File: src/rtl/fsr_pkg.sv
package fsr_pkg;
   typedef enum logic {
      OP_PROG  = 1'b0,
      OP_ERASE = 1'b1
   } op_kind_t;

   function automatic int max_of4(input int a, input int b, input int c, input int d);
      int m;
      m = a;
      if (b > m) m = b;
      if (c > m) m = c;
      if (d > m) m = d;
      return m;
   endfunction
endpackage

File: src/rtl/fsr_timer.sv
module fsr_timer #(
   parameter int CNT_W = 6
) (
   input  logic             clk,
   input  logic             rst_n,
   input  logic             load,
   input  logic [CNT_W-1:0] load_val,
   output logic             busy,
   output logic             done
);
   logic [CNT_W-1:0] cnt;

   always_ff @(posedge clk) begin
      if (!rst_n)      cnt <= '0;
      else if (load)   cnt <= load_val;
      else if (busy)   cnt <= cnt - 1'b1;
   end

   assign busy = (cnt != '0);
   assign done = (cnt == CNT_W'(1));

   // The requested duration is taken on load
   assert_load_R5: assert property (@(posedge clk) disable iff (!rst_n)
      load |=> (cnt == $past(load_val)));

   // The final count ends the busy window
   assert_done_idle_R5: assert property (@(posedge clk) disable iff (!rst_n)
      done && !load |=> !busy);
endmodule

File: src/rtl/fsr_array.sv
module fsr_array #(
   parameter int ADDR_W = 6,
   parameter int DATA_W = 8,
   parameter int SECT_W = 2
) (
   input  logic                  clk,
   input  logic                  rst_n,
   input  logic                  prog_we,
   input  logic [ADDR_W-1:0]     prog_addr,
   input  logic [DATA_W-1:0]     prog_data,
   input  logic                  ers_we,
   input  logic [(1<<SECT_W)-1:0] ers_mask,
   input  logic [ADDR_W-1:0]     rd_addr,
   output logic [DATA_W-1:0]     rd_word
);
   localparam int DEPTH = 1 << ADDR_W;
   localparam int WPS   = 1 << (ADDR_W - SECT_W);

   logic [DATA_W-1:0] mem [DEPTH];

   always_ff @(posedge clk) begin
      if (!rst_n) begin
         for (int i = 0; i < DEPTH; i++) mem[i] <= '1;
      end else begin
         for (int i = 0; i < DEPTH; i++) begin
            if (ers_we && ers_mask[i / WPS])
               mem[i] <= '1;
            else if (prog_we && (prog_addr == ADDR_W'(i)))
               mem[i] <= mem[i] & prog_data;
         end
      end
   end

   assign rd_word = mem[rd_addr];

   // Programming only clears bits
   assert_prog_and_R4: assert property (@(posedge clk) disable iff (!rst_n)
      prog_we && !ers_we |=> (mem[$past(prog_addr)] == ($past(mem[prog_addr]) & $past(prog_data))));
endmodule

File: src/rtl/fsr_read_port.sv
module fsr_read_port #(
   parameter int ADDR_W = 6,
   parameter int DATA_W = 8,
   parameter int SECT_W = 2
) (
   input  logic                   clk,
   input  logic                   rst_n,
   input  logic                   rd_en,
   input  logic [ADDR_W-1:0]      rd_addr,
   input  logic                   busy,
   input  fsr_pkg::op_kind_t      kind,
   input  logic [ADDR_W-1:0]      tgt_addr,
   input  logic                   tgt_bit7,
   input  logic [(1<<SECT_W)-1:0] tgt_sel,
   input  logic [DATA_W-1:0]      arr_word,
   output logic [DATA_W-1:0]      rd_data,
   output logic                   rd_valid
);
   logic [SECT_W-1:0] rd_sect;
   logic              hit;
   logic [DATA_W-1:0] status_byte;

   assign rd_sect = rd_addr[ADDR_W-1 -: SECT_W];

   always_comb begin
      if (kind == fsr_pkg::OP_ERASE) hit = busy && tgt_sel[rd_sect];
      else                           hit = busy && (rd_addr == tgt_addr);
   end

   assign status_byte = {(kind == fsr_pkg::OP_ERASE) ? 1'b0 : ~tgt_bit7,
                         {(DATA_W-1){1'b0}}};

   always_ff @(posedge clk) begin
      if (!rst_n) begin
         rd_data  <= '0;
         rd_valid <= 1'b0;
      end else begin
         rd_valid <= rd_en;
         if (rd_en) rd_data <= hit ? status_byte : arr_word;
      end
   end

   // Answer arrives one edge after the request
   assert_rd_latency_R2: assert property (@(posedge clk) disable iff (!rst_n)
      rd_en |=> rd_valid);

   // An idle block always answers with stored data
   assert_idle_array_R3: assert property (@(posedge clk) disable iff (!rst_n)
      rd_en && !busy |=> (rd_data == $past(arr_word)));
endmodule

File: src/rtl/flash_status_responder.sv
module flash_status_responder #(
   parameter int ADDR_W         = 6,
   parameter int DATA_W         = 8,
   parameter int SECT_W         = 2,
   parameter int PROG_CYC       = 6,
   parameter int ERASE_CYC      = 10,
   parameter int PROT_PROG_CYC  = 16,
   parameter int PROT_ERASE_CYC = 40
) (
   input  logic                   clk,
   input  logic                   rst_n,
   input  logic                   op_start,
   input  logic                   op_erase,
   input  logic [ADDR_W-1:0]      op_addr,
   input  logic [DATA_W-1:0]      op_data,
   input  logic [(1<<SECT_W)-1:0] sect_sel,
   input  logic [(1<<SECT_W)-1:0] sect_prot,
   input  logic                   rd_en,
   input  logic [ADDR_W-1:0]      rd_addr,
   output logic [DATA_W-1:0]      rd_data,
   output logic                   rd_valid,
   output logic                   busy
);
   import fsr_pkg::*;

   localparam int NSECT = 1 << SECT_W;
   localparam int MAXC  = max_of4(PROG_CYC, ERASE_CYC, PROT_PROG_CYC, PROT_ERASE_CYC);
   localparam int CNT_W = $clog2(MAXC + 1);

   generate
      if (PROG_CYC < 2 || ERASE_CYC < 2 || PROT_PROG_CYC < 2 || PROT_ERASE_CYC < 2)
         $error("operation durations must be at least two cycles");
      if (SECT_W < 1 || SECT_W >= ADDR_W)
         $error("SECT_W must lie between 1 and ADDR_W-1");
      if (DATA_W < 2)
         $error("DATA_W must be at least 2");
   endgenerate

   logic             accept;
   logic [CNT_W-1:0] load_val;
   logic             done;
   logic             tgt_prot;
   logic [NSECT-1:0] live_mask;

   op_kind_t          cur_kind;
   logic [ADDR_W-1:0] cur_addr;
   logic [DATA_W-1:0] cur_data;
   logic [NSECT-1:0]  cur_sel;
   logic [NSECT-1:0]  cur_live;
   logic              cur_prog_ok;
   logic [DATA_W-1:0] arr_word;

   assign accept    = op_start && !busy;
   assign tgt_prot  = sect_prot[op_addr[ADDR_W-1 -: SECT_W]];
   assign live_mask = sect_sel & ~sect_prot;

   always_comb begin
      if (op_erase) load_val = (live_mask == '0) ? CNT_W'(PROT_ERASE_CYC) : CNT_W'(ERASE_CYC);
      else          load_val = tgt_prot ? CNT_W'(PROT_PROG_CYC) : CNT_W'(PROG_CYC);
   end

   always_ff @(posedge clk) begin
      if (!rst_n) begin
         cur_kind    <= OP_PROG;
         cur_addr    <= '0;
         cur_data    <= '0;
         cur_sel     <= '0;
         cur_live    <= '0;
         cur_prog_ok <= 1'b0;
      end else if (accept) begin
         cur_kind    <= op_erase ? OP_ERASE : OP_PROG;
         cur_addr    <= op_addr;
         cur_data    <= op_data;
         cur_sel     <= sect_sel;
         cur_live    <= live_mask;
         cur_prog_ok <= !tgt_prot;
      end
   end

   fsr_timer #(.CNT_W(CNT_W)) u_timer (
      .clk      (clk),
      .rst_n    (rst_n),
      .load     (accept),
      .load_val (load_val),
      .busy     (busy),
      .done     (done)
   );

   fsr_array #(.ADDR_W(ADDR_W), .DATA_W(DATA_W), .SECT_W(SECT_W)) u_array (
      .clk       (clk),
      .rst_n     (rst_n),
      .prog_we   (done && (cur_kind == OP_PROG) && cur_prog_ok),
      .prog_addr (cur_addr),
      .prog_data (cur_data),
      .ers_we    (done && (cur_kind == OP_ERASE)),
      .ers_mask  (cur_live),
      .rd_addr   (rd_addr),
      .rd_word   (arr_word)
   );

   fsr_read_port #(.ADDR_W(ADDR_W), .DATA_W(DATA_W), .SECT_W(SECT_W)) u_rd (
      .clk      (clk),
      .rst_n    (rst_n),
      .rd_en    (rd_en),
      .rd_addr  (rd_addr),
      .busy     (busy),
      .kind     (cur_kind),
      .tgt_addr (cur_addr),
      .tgt_bit7 (cur_data[DATA_W-1]),
      .tgt_sel  (cur_sel),
      .arr_word (arr_word),
      .rd_data  (rd_data),
      .rd_valid (rd_valid)
   );

   // A start during a running operation leaves it untouched
   assert_start_ignored_R10: assert property (@(posedge clk) disable iff (!rst_n)
      busy && op_start |=> ($stable(cur_addr) && $stable(cur_data) &&
                            $stable(cur_kind) && $stable(cur_sel) && $stable(cur_live)));
endmodule

File: config.mk
export PLATFORM = sky130hd
export DESIGN_NAME = flash_status_responder
export DESIGN_NICKNAME = d
export VERILOG_FILES = /design/src/rtl/fsr_pkg.sv /design/src/rtl/fsr_timer.sv /design/src/rtl/fsr_array.sv /design/src/rtl/fsr_read_port.sv /design/src/rtl/flash_status_responder.sv
export SDC_FILE = /design/constraint.sdc
export NUM_CORES = 1
export LEC_CHECK = 0
export BUFFER_PORTS_ARGS = -buffer_cell sky130_fd_sc_hd__buf_2
export CAP_MARGIN = 20
export CORE_MARGIN = 2
export CORE_UTILIZATION = 63
export DETAILED_ROUTE_END_ITERATION = 7
export GPL_TIMING_DRIVEN = 0
export PLACE_DENSITY = 0.8
export SLEW_MARGIN = 0
export SYNTH_ARGS = -nofsm -noshare
export SYNTH_HDL_FRONTEND = slang
export SYNTH_SLANG_ARGS = --single-unit
File: constraint.sdc
create_clock -name clk -period 3.7 [get_ports clk]
set_input_delay 0.185 -clock clk [delete_from_list [all_inputs] [get_ports clk]]
set_output_delay 0.185 -clock clk [all_outputs]
set_load 0.03 [all_outputs]
==> key figures <==
Detailed routing
  • Post-route DRC: 0
  • DR top layer: met5
  • Drt initial violations: 3469
  • Wire length per cell: 27.6 um
  • Routed wl met2: 36600 um
  • First-pass detailed-route iteration total: 6
  • Vias per cell: 6.72
  • Detailed Route WL: 80700 um
  • Detail Route Antenna Nets: 0
  • WL met1: 27400 um
  • Vias after detailed routing: 19703
  • Met3 routed WL: 10900 um

Logic synthesis
  • Mean Syn Cell Area: 12.1 um^2
  • Ys Warns: 0
  • Post-synth EDFFs: 512
  • Synth unique cells: 58
  • Sequential share of the synthesized area: 0.612
  • Top_reg_cell synth: edfxtp_1
  • Post-Syn Area: 26400 um^2
  • Async S/R FF share, synth: 0
  • Synth Instances: 2182
  • Post-synth net total: 2218
  • Yosys reg bits: 551

Global routing
  • Initial antenna violation count: 1
  • First-pass GRT wire length: 118000 um
  • Overall Global Routing Usage: 0.372
  • Vias in the first global route: 18878
  • Largest net degree at the start of global routing: 15
  • Grt total ovfl: 0

Final layout
  • Final #Nets: 2390
  • Non-Filler Instances: 2930
  • Final instance area: 29600 um^2
  • Layout cells sized above 1: 0.172
  • Fill cells: 2642
  • Area Overhead vs Synth: 12.3%
  • Antenna diodes: 0

Timing
  • RSZ-0062 raised after global routing: true
  • Max Clock Skew: 0.0253 ns
  • Crit path time final: 3.68 ns
  • Hold Vio Cnt, Final: 0
  • Final Max Slew Viols: 0
  • Setup Viol. Count Final: 0
  • Setup_tns: 0 ns
  • Max_slew headroom: 0.209
  • Final period utilization: 0.995
  • Worst-Margin Slew: 1.19 ns
  • Max Fclk: 272 MHz
  • Worst Hold Slack: 0.165 ns

Clock tree
  • Worst-path clk slew: 0.06 ns
  • Sink Count: 551
  • H-tree depth: 2
  • CTS tree: built
  • CTS Root Buffer Type: clkbuf_16
  • Worst-case clock buffer depth: 3
  • Number of buffers created by CTS: 55
  • Clk Latency, worst-skew pair: 0.64 ns
  • Number of setup buffers added after CTS: 0

Power and ir drop
  • Internal Pwr Total: 10.7 mW
  • Reg power frac: 0.468
  • Sw Ratio: 0.278
  • Overall Power: 14.8 mW
  • LEAKAGE: 7.47 nW
  • Psw: 4.12 mW
  • Worst vdd ir: 0.490 mV
  • Combinational Power Share: 0.145
  • Clock share of power: 0.387
  • PD cells: 500 nW/um^2

Worst hold path
  • Hold depth: 5
  • Worst min-delay path class: input port to flip-flop

Job
  • Maximum capacitance violations: 0

Worst setup path
  • Crit. End Element: flip-flop
  • Critical Path Max Stage Delay: 0.75 ns
  • CP max stage cell: o21ai_0
  • CP Class: flip-flop to flip-flop
  • CP Data Required Time: 4.03 ns
  • R2R cell count: 7
  • Worst-path fanout max: 10
  • CP arrival: 4.01 ns
  • CP Launch Type: flip-flop
  • CP cell instances: inv_1, ha_1, a41oi_2, nand3_2, clkbuf_1, o21ai_0, buf_4

Floorplan
  • Initial core utilization: 0.642
  • DIE WIDTH: 209 um
  • Chip Height: 209 um
  • Row count: 74
  • Core Box Area: 41100 um^2
  • Die area: 43600 um^2
  • # IOs: 43

Place
  • PortBufs: 41
  • Placed insts: 2776
  • Final GP Congestion: 1.01
  • Area after DPL: 27400 um^2
  • Detailed Place HPWL: 56900 um

Run status
  • Status: finished clean
critical path, delay by kind of cell (launching register included):
kind,cells,cell delay [ns]
AO/OA/AOI/OAI,2,1.42
buffers and inverters,3,0.77
AND/OR/NAND/NOR,1,0.48
flip-flops,1,0.36
adder cells (fa/ha/maj),1,0.33
path summary, 6_finish.rpt:
path,slack (ns),endpoint,startpoint
max,0.02,u_array.mem[54][3]$_SDFFCE_PN1P_,u_timer.cnt[1]$_SDFFE_PN0P_
min,0.16,u_rd.rd_data[2]$_SDFFE_PN0P_,rd_addr[4]
max reg2reg,0.02,u_array.mem[54][3]$_SDFFCE_PN1P_,u_timer.cnt[1]$_SDFFE_PN0P_
min reg2reg,0.48,u_rd.rd_data[5]$_SDFFE_PN0P_,u_rd.rd_data[5]$_SDFFE_PN0P_
cells in the mapped netlist (3+ instances only):
| library cell | number | area share |
|---|---|---|
| nand2_1 | 973 | 0.14 |
| edfxtp_1 | 512 | 0.58 |
| mux4_2 | 146 | 0.12 |
| clkbuf_1 | 87 | 0.012 |
| a21o_1 | 64 | 0.018 |
| o21ai_0 | 64 | 0.012 |
| dfxtp_1 | 39 | 0.030 |
| a21oi_1 | 37 | 0.0070 |
| a22oi_1 | 32 | 0.0091 |
| nor2_4 | 30 | 0.013 |
| nor2_1 | 26 | 0.0037 |
| buf_2 | 25 | 0.0047 |
| buf_4 | 10 | 0.0028 |
| nor2_2 | 10 | 0.0024 |
| xor2_1 | 9 | 0.0030 |
| a21boi_0 | 8 | 0.0023 |
| buf_6 | 8 | 0.0034 |
| mux2i_1 | 8 | 0.0030 |
| nor2b_1 | 8 | 0.0019 |
| inv_1 | 7 | 0.0010 |
| nand2b_1 | 7 | 0.0017 |
| nor3_1 | 7 | 0.0013 |
| o211ai_1 | 7 | 0.0020 |
| and2_1 | 4 | 0.00095 |
| buf_1 | 4 | 0.00057 |
| or3_1 | 4 | 0.00095 |
| a211oi_1 | 3 | 0.00085 |
| and3_1 | 3 | 0.00071 |
| ha_1 | 3 | 0.0014 |
| nor2_8 | 3 | 0.0023 |
power by group through the flow:
| stage | Combinational [mW] | Sequential (mW) | Clock [mW] |
|---|---|---|---|
| 2_1_floorplan | 1.28 | 7.07 | 0 |
| 3_3_place_gp | 1.92 | 7.07 | 0 |
| 3_5_place_dp | 1.98 | 7.07 | 0 |
| 4_1_cts | 2.03 | 6.94 | 5.72 |
| 5_1_grt | 2.26 | 6.94 | 5.94 |
| 6_report | 2.15 | 6.94 | 5.73 |
state kept, by name, indices dropped and copies added, names as in the netlist, 4 cells and up:
name / cells
u_array.mem: 512
cur_data: 8
u_rd.rd_data: 8
cur_addr: 6
u_timer.cnt: 6
cur_live: 4
cur_sel: 4
final cells by class:
| class | count | area, um^2 | share of cell area |
|---|---|---|---|
| inverter | 8 | 30.0 | 0.00101 |
| clock buffer | 67 | 1440 | 0.0487 |
| clock inverter | 34 | 370 | 0.0125 |
| multi-input combinational | 1489 | 9580 | 0.323 |
| timing repair buffer | 115 | 774 | 0.0261 |
| tap | 532 | 666 | 0.0225 |
| sequential | 551 | 16200 | 0.545 |
| buffer | 134 | 632 | 0.0213 |
layout by cell type, fill, tap and decap left out, drive strengths merged, types with 2 or more instances in the layout:
cell / count
ha: 3
a211oi: 3
a22oi: 32
inv: 9
buf: 124
a21o: 64
o211ai: 7
dlygate4sd3: 27
o21ai: 64
clkinv: 20
mux4: 146
dfxtp: 39
or4: 2
and3: 4
nor3: 8
xor2: 9
nand2: 974
nor4: 3
nor2b: 8
clkbuf: 165
nand3: 4
nor2: 69
clkinvlp: 6
nand4b: 2
nand2b: 7
edfxtp: 512
a21boi: 8
and2: 4
a41oi: 2
a21oi: 37
mux2i: 8
nand4: 3
or3: 4
bufinv: 7
metrics by stage:
| step | setup WS, ns | util |
|---|---|---|
| after floorplan | 1.03 | - |
| after global placement | 0.00491 | 0.663 |
| after detailed placement | 0.0581 | 0.667 |
| after CTS | 0.0346 | 0.717 |
| after global routing | -0.0156 | 0.721 |
| final | 0.0173 | 0.721 |
layer usage:
layer,up-vias,track usage
li1,8158,-
met1,9498,0.482
met2,1693,0.569
met3,352,0.0983
met4,2,0.229
met5,-,0
logic make-up (layout without fill, tap and decap cells):
family | count (synthesis) | count (layout) | synth area share
AND/OR/NAND/NOR | 1097 | 1097 | 0.175
adder cells (fa/ha/maj) | 3 | 3 | 0.00142
flip-flops | 551 | 551 | 0.612
XOR/XNOR | 10 | 10 | 0.00332
buffers and inverters | 142 | 358 | 0.0251
multiplexers | 154 | 154 | 0.128
AO/OA/AOI/OAI | 225 | 225 | 0.0553
timing repair:
action | 4_1_cts | 5_1_grt
hold buffers | 27 | 0
endpoints found under the setup margin | 0 | 19
hold endpoints to repair | 29 | 0
gates resized for setup | 0 | 0
(Power assumes the default switching activity.)
